File: src/rtl/mbox_irq_pkg.sv
package mbox_irq_pkg;
  // Decoded accesses of one side in the current cycle
  typedef struct packed {
    logic wr_peer;  // write into the opposite side's mailbox
    logic rd_own;   // read of this side's own mailbox
  } side_hits_t;

  localparam int unsigned NUM_SIDES = 2;
endpackage

File: src/rtl/mbox_side_dec.sv
module mbox_side_dec
  import mbox_irq_pkg::*;
#(
  parameter int unsigned ADDR_W   = 14,
  parameter bit          IS_RIGHT = 1'b0
) (
  input  logic [ADDR_W-1:0] addr,
  input  logic              sel,
  input  logic              wr,
  input  logic              oe,
  input  logic              busy_n,
  output side_hits_t        hits
);
  localparam logic [ADDR_W-1:0] TOP_ADDR  = {ADDR_W{1'b1}};
  localparam logic [ADDR_W-1:0] LEFT_BOX  = TOP_ADDR - 1'b1;
  localparam logic [ADDR_W-1:0] OWN_BOX   = IS_RIGHT ? TOP_ADDR : LEFT_BOX;
  localparam logic [ADDR_W-1:0] PEER_BOX  = IS_RIGHT ? LEFT_BOX : TOP_ADDR;

  logic granted;
  logic wr_cyc;
  logic rd_cyc;

  always_comb begin
    granted      = sel & busy_n;
    wr_cyc       = granted & wr;
    rd_cyc       = granted & ~wr & oe;
    hits.wr_peer = wr_cyc & (addr == PEER_BOX);
    hits.rd_own  = rd_cyc & (addr == OWN_BOX);
  end
endmodule

File: src/rtl/mbox_flag.sv
module mbox_flag #(
  parameter bit ENABLE = 1'b1
) (
  input  logic clk,
  input  logic rst_n,
  input  logic set_req,
  input  logic clr_req,
  output logic irq_n
);
  generate
    if (ENABLE) begin : g_live
      logic pend_q;
      logic pend_d;
      logic pend_ce;

      always_comb begin
        pend_ce = set_req | clr_req;
        pend_d  = set_req;  // set has priority over clear
      end

      always_ff @(posedge clk or negedge rst_n) begin
        if (!rst_n) begin
          pend_q <= 1'b0;
        end else if (pend_ce) begin
          pend_q <= pend_d;
        end
      end

      assign irq_n = ~pend_q;
    end else begin : g_off
      logic unused_req;
      assign unused_req = set_req ^ clr_req ^ clk ^ rst_n;
      assign irq_n      = 1'b1;
    end
  endgenerate
endmodule

File: src/rtl/mbox_irq.sv
module mbox_irq
  import mbox_irq_pkg::*;
#(
  parameter int unsigned ADDR_W  = 14,
  parameter bit          MBOX_EN = 1'b1
) (
  input  logic              clk,
  input  logic              rst_n,
  input  logic [ADDR_W-1:0] lt_addr,
  input  logic              lt_sel,
  input  logic              lt_wr,
  input  logic              lt_oe,
  input  logic              lt_busy_n,
  input  logic [ADDR_W-1:0] rt_addr,
  input  logic              rt_sel,
  input  logic              rt_wr,
  input  logic              rt_oe,
  input  logic              rt_busy_n,
  output logic              lt_irq_n,
  output logic              rt_irq_n
);
  logic [ADDR_W-1:0] s_addr   [NUM_SIDES];
  logic              s_sel    [NUM_SIDES];
  logic              s_wr     [NUM_SIDES];
  logic              s_oe     [NUM_SIDES];
  logic              s_busy_n [NUM_SIDES];
  side_hits_t        s_hits   [NUM_SIDES];
  logic              s_irq_n  [NUM_SIDES];

  always_comb begin
    s_addr[0] = lt_addr;  s_addr[1] = rt_addr;
    s_sel[0]  = lt_sel;   s_sel[1]  = rt_sel;
    s_wr[0]   = lt_wr;    s_wr[1]   = rt_wr;
    s_oe[0]   = lt_oe;    s_oe[1]   = rt_oe;
    s_busy_n[0] = lt_busy_n;
    s_busy_n[1] = rt_busy_n;
  end

  genvar gi;
  generate
    for (gi = 0; gi < NUM_SIDES; gi++) begin : g_side
      mbox_side_dec #(
        .ADDR_W   (ADDR_W),
        .IS_RIGHT (gi == 1)
      ) u_dec (
        .addr   (s_addr[gi]),
        .sel    (s_sel[gi]),
        .wr     (s_wr[gi]),
        .oe     (s_oe[gi]),
        .busy_n (s_busy_n[gi]),
        .hits   (s_hits[gi])
      );

      // set comes from the opposite side, clear from the owner
      mbox_flag #(
        .ENABLE (MBOX_EN)
      ) u_flag (
        .clk     (clk),
        .rst_n   (rst_n),
        .set_req (s_hits[NUM_SIDES-1-gi].wr_peer),
        .clr_req (s_hits[gi].rd_own),
        .irq_n   (s_irq_n[gi])
      );
    end
  endgenerate

  assign lt_irq_n = s_irq_n[0];
  assign rt_irq_n = s_irq_n[1];
endmodule

File: config.mk
export PLATFORM = sky130hd
export DESIGN_NAME = mbox_irq
export DESIGN_NICKNAME = d
export VERILOG_FILES = /design/src/rtl/mbox_irq_pkg.sv /design/src/rtl/mbox_side_dec.sv /design/src/rtl/mbox_flag.sv /design/src/rtl/mbox_irq.sv
export SDC_FILE = /design/constraint.sdc
export NUM_CORES = 1
export LEC_CHECK = 0
export BUFFER_PORTS_ARGS = -buffer_cell sky130_fd_sc_hd__buf_2
export CORE_AREA = 5 5 42 44
export CTS_CLUSTER_DIAMETER = 50
export DETAILED_ROUTE_END_ITERATION = 12
export DIE_AREA = 0 0 47 49
export HOLD_SLACK_MARGIN = 0.02
export PLACE_DENSITY = 0.58
export RECOVER_POWER = 25
export SETUP_SLACK_MARGIN = 0.2
export SLEW_MARGIN = 20
export SYNTH_ARGS = -nofsm -noshare
export SYNTH_HDL_FRONTEND = slang
export SYNTH_HIERARCHICAL = 1
export SYNTH_SLANG_ARGS = --single-unit
File: constraint.sdc
create_clock -name clk -period 0.8 [get_ports clk]
set_input_delay 0.04 -clock clk [delete_from_list [all_inputs] [get_ports clk]]
set_output_delay 0.04 -clock clk [all_outputs]
set_load 0.05 [all_outputs]
==> results.py, run 1 <==
metrics = {
    "detailed_routing": {
        "drtIter0Drc": 2,
        "vias_per_cell": 3.890,
        "antenna_left": 0,
        "drc": 0,
        "routedWlPerCell_microns": 9.732,
        "num_vias": 319,
        "drt-total-wl_microns": 798,
        "dr.pass1.iters": 2,
    },
    "clock_tree": {
        "clk_pin_slew_ns": 0.03,
        "insertion_delay_ns": 0.22,
        "ctsHtreeMaxLevel": 1,
        "cts_tree": "built",
        "cts-root-buf": "clkbuf_4",
        "cts_buffers": 3,
        "cts.sinks": 2,
        "cts.path.max_buffers": 2,
    },
    "timing": {
        "finalSetupViolCount": 2,
        "finalCriticalPeriod_ns": 0.8867,
        "setup_ws_ns": -0.08673,
        "final_max_slew_viol_count": 0,
        "rsz0062_at_grt": "true",
        "fin_crit_sh_pct": 110.8,
        "maxSlewHeadroom_pct": 80.68,
        "hold_viol_final": 0,
        "worst_pin_slew_ns": 0.2872,
        "fmax_ghz": 1.128,
        "clock-skew-final_ns": 0,
        "holdWs_ns": 0.1275,
    },
    "floorplan": {
        "die_area_sq_mm": 0.002303,
        "io-pin-count": 40,
        "fp.dieH_microns": 49,
        "core_sq_mm": 0.001401,
        "fp-row-count": 14,
        "start_util_pct": 12.59,
        "die_width_microns": 47,
    },
    "cells_and_area": {
        "reg_top3": "g_side.u_flag/g_live.pend_q: 2 flops",
        "top_register": "g_side.u_flag/g_live.pend_q",
        "drive_above_1_share_pct": 75.76,
        "largest_reg_flops": 2,
        "final_net_count": 106,
        "insertedDiodeCount": 0,
        "area_growth_pct": 183.0,
    },
    "logic_synthesis": {
        "synth-seq-cells": 2,
        "synth_warnings": 6,
        "yosys.area.top_type": "dfrtp_1",
        "synthTopCellsByArea": "dfrtp_1 28%, nand4_1 21%, o21bai_2 13%, and3_1 7.1%, nor4_1 7.1%",
        "yosysUniqueCellTypes": 10,
        "ys_seq_area_share_pct": 28.37,
        "syn_area_per_cell_sq_um": 8.401,
        "synth_most_common_cell": "nand4_1",
        "netlist_area_sq_um": 176.4,
        "postSynthCellCount": 21,
        "synthesis.nets": 59,
        "ys.flop_type": "dfrtp_1",
        "synth_edf_count": 0,
        "async_flop_share_pct": 100.0,
        "synth_top_area_share_pct": 28.37,
    },
    "min_path": {
        "hp-class": "in2async",
    },
    "global_routing": {
        "antenna_found_initial": 0,
        "grt_pass1_vias": 302,
        "grt.total_usage_pct": 7.178,
        "grt_pass1_wl_microns": 1173,
        "overflow": 0,
        "grt_max_degree": 3,
    },
    "placement": {
        "gp_congestion": 0.6655,
        "place.port_buffers": 39,
    },
    "critical_path": {
        "rr_startpoint": "g_side[1].u_flag/g_live.pend_q",
        "critical_path.startpoint": "g_side[1].u_flag/g_live.pend_q",
        "critical_path_class": "reg2out",
        "crit_fanout": 2,
        "crit_path_start_kind": "flop",
        "ff2ff_setup_slack_ns": 0.03,
        "ff2ff_path_depth": 3,
        "crit_arrival_ns": 0.85,
        "crit_path_end_kind": "output port",
        "crit_path_end": "rt_irq_n",
        "worstReg2RegEnd": "g_side[1].u_flag/g_live.pend_q",
        "required_ns": 0.76,
    },
    "flow_run": {
        "maxCapViolCount": 0,
    },
    "power_and_ir_drop": {
        "power_density_mw_per_mm2": 864.7,
        "finalPower_w": 0.0004317,
        "ir_worst_vdd_v": 0.0003239,
        "p_leak_nw": 0.2470,
    },
    "run_status": {
        "status": "complete, but fails checks",
        "violations": "setup timing",
    },
}
## critical path, stage by stage (launching register included)
cell and delay [ns]:
dfrtp_1 0.35, clkinvlp_4 0.11, buf_8 0.16
## where the power goes
group	internal, W	switching, W
Sequential	0.000102	0.0000000275
Combinational	0.0000797	0.0000301
Clock	0.000165	0.0000547
## routing by layer
| layer | track usage, % | up-vias | share of wire [%] |
|---|---|---|---|
| met5 | 0 | - | 0 |
| met4 | 2.765 | 0 | 0 |
| met3 | 5.166 | 0 | 9.6 |
| met2 | 9.955 | 9 | 55 |
| met1 | 8.333 | 133 | 35 |
| li1 | - | 177 | - |
## per-stage QoR
stage / setup TNS, ns / util (%) / cells / area (sq um) / setup slack, ns
after floorplan: -0.1149 / - / 21 / 183.9 / -0.05745
after global placement: -0.4106 / 28.48 / 76 / 399.1 / -0.2416
after detailed placement: -0.4397 / 28.48 / 76 / 399.1 / -0.2573
after CTS: -0.1649 / 33.48 / 82 / 469.2 / -0.08642
after global routing: -0.2581 / 35.63 / 82 / 499.2 / -0.1259
final: -0.1582 / 35.63 / 82 / 499.2 / -0.08673
## what timing repair did
action / in CTS / in global routing
setup endpoints to repair: 4 / 4
hold buffers: 1 / 0
gates resized for setup: 6 / 6
hold endpoints to repair: 2 / 0
pin swaps: 1 / 4
setup buffers: 2 / 0
gates cloned: 0 / 0
## how the worst min path moves through the flow
| stage | from | end | cells after the start |
|---|---|---|---|
| 6_report | rst_n | g_side[1].u_flag/g_live.pend_q | 2 |
| 3_5_place_dp | rst_n | g_side[1].u_flag/g_live.pend_q | 1 |
| 4_1_cts | rst_n | g_side[1].u_flag/g_live.pend_q | 2 |
| 2_1_floorplan | rst_n | g_side[0].u_flag/g_live.pend_q | 0 |
| 3_3_place_gp | rst_n | g_side[1].u_flag/g_live.pend_q | 1 |
| 5_1_grt | rst_n | g_side[1].u_flag/g_live.pend_q | 2 |
## final cells by class
class                      count  area, sq um
timing repair buffer          42        257.7
multi-input combinational     17        133.9
sequential                     2        50.05
fill                         147        902.1
tap                           16        20.02
clock buffer                   3        22.52
inverter                       2        15.01
## cells by family (layout without fill, tap and decap cells)
| family | count (synthesis) | in the layout | synth area share [%] |
|---|---|---|---|
| compound gates | 2 | 2 | 12.77 |
| buf+inv | 2 | 47 | 4.257 |
| flops | 2 | 2 | 28.37 |
| simple gates | 15 | 15 | 54.61 |
## cells in the final DEF (no fill, tap or decap)
cell type / instances
nor4_1: 1
clkbuf_4: 3
nor4_2: 1
nand3_1: 2
dlygate4sd3_1: 1
o21bai_4: 1
nand4_1: 6
buf_2: 33
clkinvlp_4: 2
and3_1: 2
buf_8: 1
dfrtp_1: 2
nor2_1: 1
buf_4: 1
and3b_2: 1
buf_6: 5
and4b_2: 1
o21bai_2: 1
clkbuf_1: 1
Power figures use the tool's default switching activity.
==> inputs of run 2 (changes only) <==
--- a/config.mk
+++ b/config.mk
@@ -5,13 +5,14 @@
 export SDC_FILE = /design/constraint.sdc
 export NUM_CORES = 1
 export LEC_CHECK = 0
+export ABC_AREA = 1
 export BUFFER_PORTS_ARGS = -buffer_cell sky130_fd_sc_hd__buf_2
 export CORE_AREA = 5 5 42 44
 export CTS_CLUSTER_DIAMETER = 50
 export DETAILED_ROUTE_END_ITERATION = 12
 export DIE_AREA = 0 0 47 49
 export HOLD_SLACK_MARGIN = 0.02
-export PLACE_DENSITY = 0.58
+export PLACE_DENSITY = 0.63
 export RECOVER_POWER = 25
 export SETUP_SLACK_MARGIN = 0.2
 export SLEW_MARGIN = 20
==> run 2 against run 1 <==
The run still ends with setup timing left. Critical path type unchanged. Clock power barely moved. Register-to-register slack gained 0.04 ns. Global-route usage up 0.71 points. Setup slack better by 0.0065 ns. Clock skew is the same. Area after synthesis up 34%. Synthesized cell count rose by 130%. Hold slack better by 0.013 ns. Cell count is 34% higher. Sequential share of layout area fell by 0.72 points. Highest routed layer unchanged. First-iteration DRC count is 100% higher. Total power up 4.8%. Critical endpoint unchanged.
==> results.py, run 2 <==
metrics = {
    "logic_synthesis": {
        "synth_most_common_cell": "nand2_1",
        "netlist_area_sq_um": 236.5,
        "synthSimpleGateAreaFrac_pct": 64.55,
        "synth.area.mux_share_pct": 0,
        "synth_common_cells": "23 x nand2_1, 9 x inv_1, 8 x nor2_1",
        "synth_edf_count": 0,
        "async_flop_share_pct": 100.0,
        "synth-seq-cells": 2,
        "ys.flop_type": "dfrtp_1",
        "synthesis.nets": 87,
        "synthXorXnorAreaFrac_pct": 0,
        "yosys.area.top_type": "nand2_1",
        "synthAdderAreaFrac_pct": 0,
        "yosysUniqueCellTypes": 7,
        "postSynthCellCount": 49,
        "synth_top_family_by_area": "simple AND/OR/NAND/NOR gates",
        "synth_top_area_share_pct": 36.51,
        "synth-compound-area-share_pct": 0,
        "ys_seq_area_share_pct": 21.16,
        "synthTopCellsByArea": "nand2_1 37%, dfrtp_1 21%, inv_1 14%, nor2_1 13%, nor3_1 8.5%",
        "synth_warnings": 6,
        "syn_area_per_cell_sq_um": 4.826,
    },
    "clock_tree": {
        "cts_tree": "built",
        "cts.path.max_buffers": 2,
        "clk_pin_slew_ns": 0.03,
        "insertion_delay_ns": 0.22,
        "cts.sinks": 2,
        "ctsHtreeMaxLevel": 1,
        "cts_buffers": 3,
        "cts-root-buf": "clkbuf_4",
    },
    "power_and_ir_drop": {
        "ir_worst_vdd_v": 0.0003736,
        "finalPower_w": 0.0004524,
        "p_leak_nw": 0.3077,
        "power_density_mw_per_mm2": 840.9,
    },
    "floorplan": {
        "start_util_pct": 16.88,
        "io-pin-count": 40,
        "fp-row-count": 14,
        "core_sq_mm": 0.001401,
        "fp.dieH_microns": 49,
        "die_width_microns": 47,
        "die_area_sq_mm": 0.002303,
    },
    "cells_and_area": {
        "insertedDiodeCount": 0,
        "layout_commonest_cell": "buf_2",
        "reg_top3": "g_side.u_flag/g_live.pend_q: 2 flops",
        "area_growth_pct": 127.5,
        "top_register": "g_side.u_flag/g_live.pend_q",
        "final_cell_mix": "36 x buf_2, 19 x nand2_1, 8 x nor2_1, 7 x inv_1, 4 x nor3_1",
        "drive_above_1_share_pct": 52.13,
        "final_net_count": 134,
        "largest_reg_flops": 2,
    },
    "timing": {
        "hold_viol_final": 0,
        "maxSlewHeadroom_pct": 89.46,
        "finalCriticalPeriod_ns": 0.8802,
        "fin_tns_setup_ns": -0.1559,
        "final_max_slew_viol_count": 0,
        "worst_pin_slew_ns": 0.1568,
        "fmax_ghz": 1.136,
        "clock-skew-final_ns": 0,
        "fin_crit_sh_pct": 110.0,
        "finalSetupViolCount": 2,
        "setup_ws_ns": -0.08021,
        "rsz0062_at_grt": "true",
    },
    "detailed_routing": {
        "drt-total-wl_microns": 823,
        "routedWlPerCell_microns": 7.482,
        "num_vias": 421,
        "drc": 0,
        "dr.pass1.iters": 2,
        "antenna_left": 0,
        "vias_per_cell": 3.827,
        "drtIter0Drc": 4,
    },
    "placement": {
        "pre_cts_slack_ns": 0.005257,
        "place.port_buffers": 39,
        "dp_hpwl_microns": 794.9,
        "gp_congestion": 0.6573,
    },
    "global_routing": {
        "grt_pass1_wl_microns": 1352,
        "grt_pass1_vias": 364,
        "antenna_found_initial": 0,
        "grt.total_usage_pct": 7.893,
        "overflow": 0,
        "grt_max_degree": 3,
    },
    "critical_path": {
        "required_ns": 0.76,
        "crit_arrival_ns": 0.84,
        "critical_path_class": "reg2out",
        "critical_path.startpoint": "g_side[1].u_flag/g_live.pend_q",
        "ff2ff_setup_slack_ns": 0.07,
        "crit_path_end_kind": "output port",
        "crit_path_end": "rt_irq_n",
        "ff2ff_path_depth": 3,
        "worstReg2RegEnd": "g_side[1].u_flag/g_live.pend_q",
        "rr_startpoint": "g_side[1].u_flag/g_live.pend_q",
        "crit_fanout": 2,
        "crit_path_start_kind": "flop",
    },
    "run_status": {
        "status": "complete, but fails checks",
        "violations": "setup timing",
    },
    "flow_run": {
        "maxCapViolCount": 0,
    },
    "min_path": {
        "hp-class": "in2async",
    },
}
-- run 2: changes by cell type after synthesis, moves of 2 or more --
cell / before / now
nor3_1: 0 / 4
nor2_1: 1 / 8
inv_1: 2 / 9
o21bai_2: 2 / 0
nand4_1: 6 / 1
nor4_1: 2 / 0
and3_1: 2 / 0
nand2_1: 0 / 23
-- run 2: worst min path at each step --
stage,from,endpoint,slack (ns)
after CTS,rst_n,g_side[0].u_flag/g_live.pend_q,0.13
after floorplan,rst_n,g_side[0].u_flag/g_live.pend_q,-0.26
final,rst_n,g_side[0].u_flag/g_live.pend_q,0.14
after global routing,rst_n,g_side[0].u_flag/g_live.pend_q,0.15
after global placement,rst_n,g_side[0].u_flag/g_live.pend_q,-0.17
after detailed placement,rst_n,g_side[0].u_flag/g_live.pend_q,-0.17
-- run 2: stage by stage --
stage | cells | util, % | cell area (sq um) | hold WS, ns
finish | 110 | 38.39 | 538.0 | 0.1408
CTS | 109 | 37.95 | 531.8 | 0.1278
floorplan | 49 | - | 264.0 | -0.2556
global route | 110 | 38.39 | 538.0 | 0.1452
global placement | 104 | 34.20 | 479.2 | -0.1733
detailed placement | 104 | 34.20 | 479.2 | -0.1726
-- run 2: where the power goes --
group | internal, W | switching (W) | total (W)
clock | 0.000165 | 0.0000521 | 0.000217
sequential | 0.000102 | 0.0000000683 | 0.000102
combinational | 0.0000830 | 0.0000502 | 0.000133
-- run 2: area by class of cell --
class | instances | area [sq um]
Fill cell | 151 | 863.3
Timing Repair Buffer | 42 | 231.5
Multi-Input combinational cell | 38 | 172.7
Sequential cell | 2 | 50.05
Inverter | 9 | 41.29
Clock buffer | 3 | 22.52
Tap cell | 16 | 20.02
-- run 2: what timing repair did --
action,4_1_cts,5_1_grt
endpoints found under the hold margin,2,0
pin swaps,4,0
gates cloned,0,0
setup endpoints to repair,4,4
setup buffers,1,1
gates resized for setup,4,0
hold buffers,1,0
-- run 2: cell families after synthesis --
logic type,Yosys count
simple gates,38
flops,2
buf+inv,9
-- run 2: worst max-delay path: stages, from the launching register on --
cell	delay [ns]
dfrtp_1	0.38
clkinvlp_4	0.10
buf_6	0.15
-- run 2: layer usage --
metal | part of all wire [%] | wire [microns] | vias up | track usage [%]
met1 | 33 | 271 | 169 | 9.251
met3 | 9.6 | 79 | 0 | 2.214
met4 | 0 | 0 | 0 | 4.147
met2 | 57 | 473 | 16 | 12.44
met5 | 0 | 0 | - | 0
li1 | - | - | 236 | -
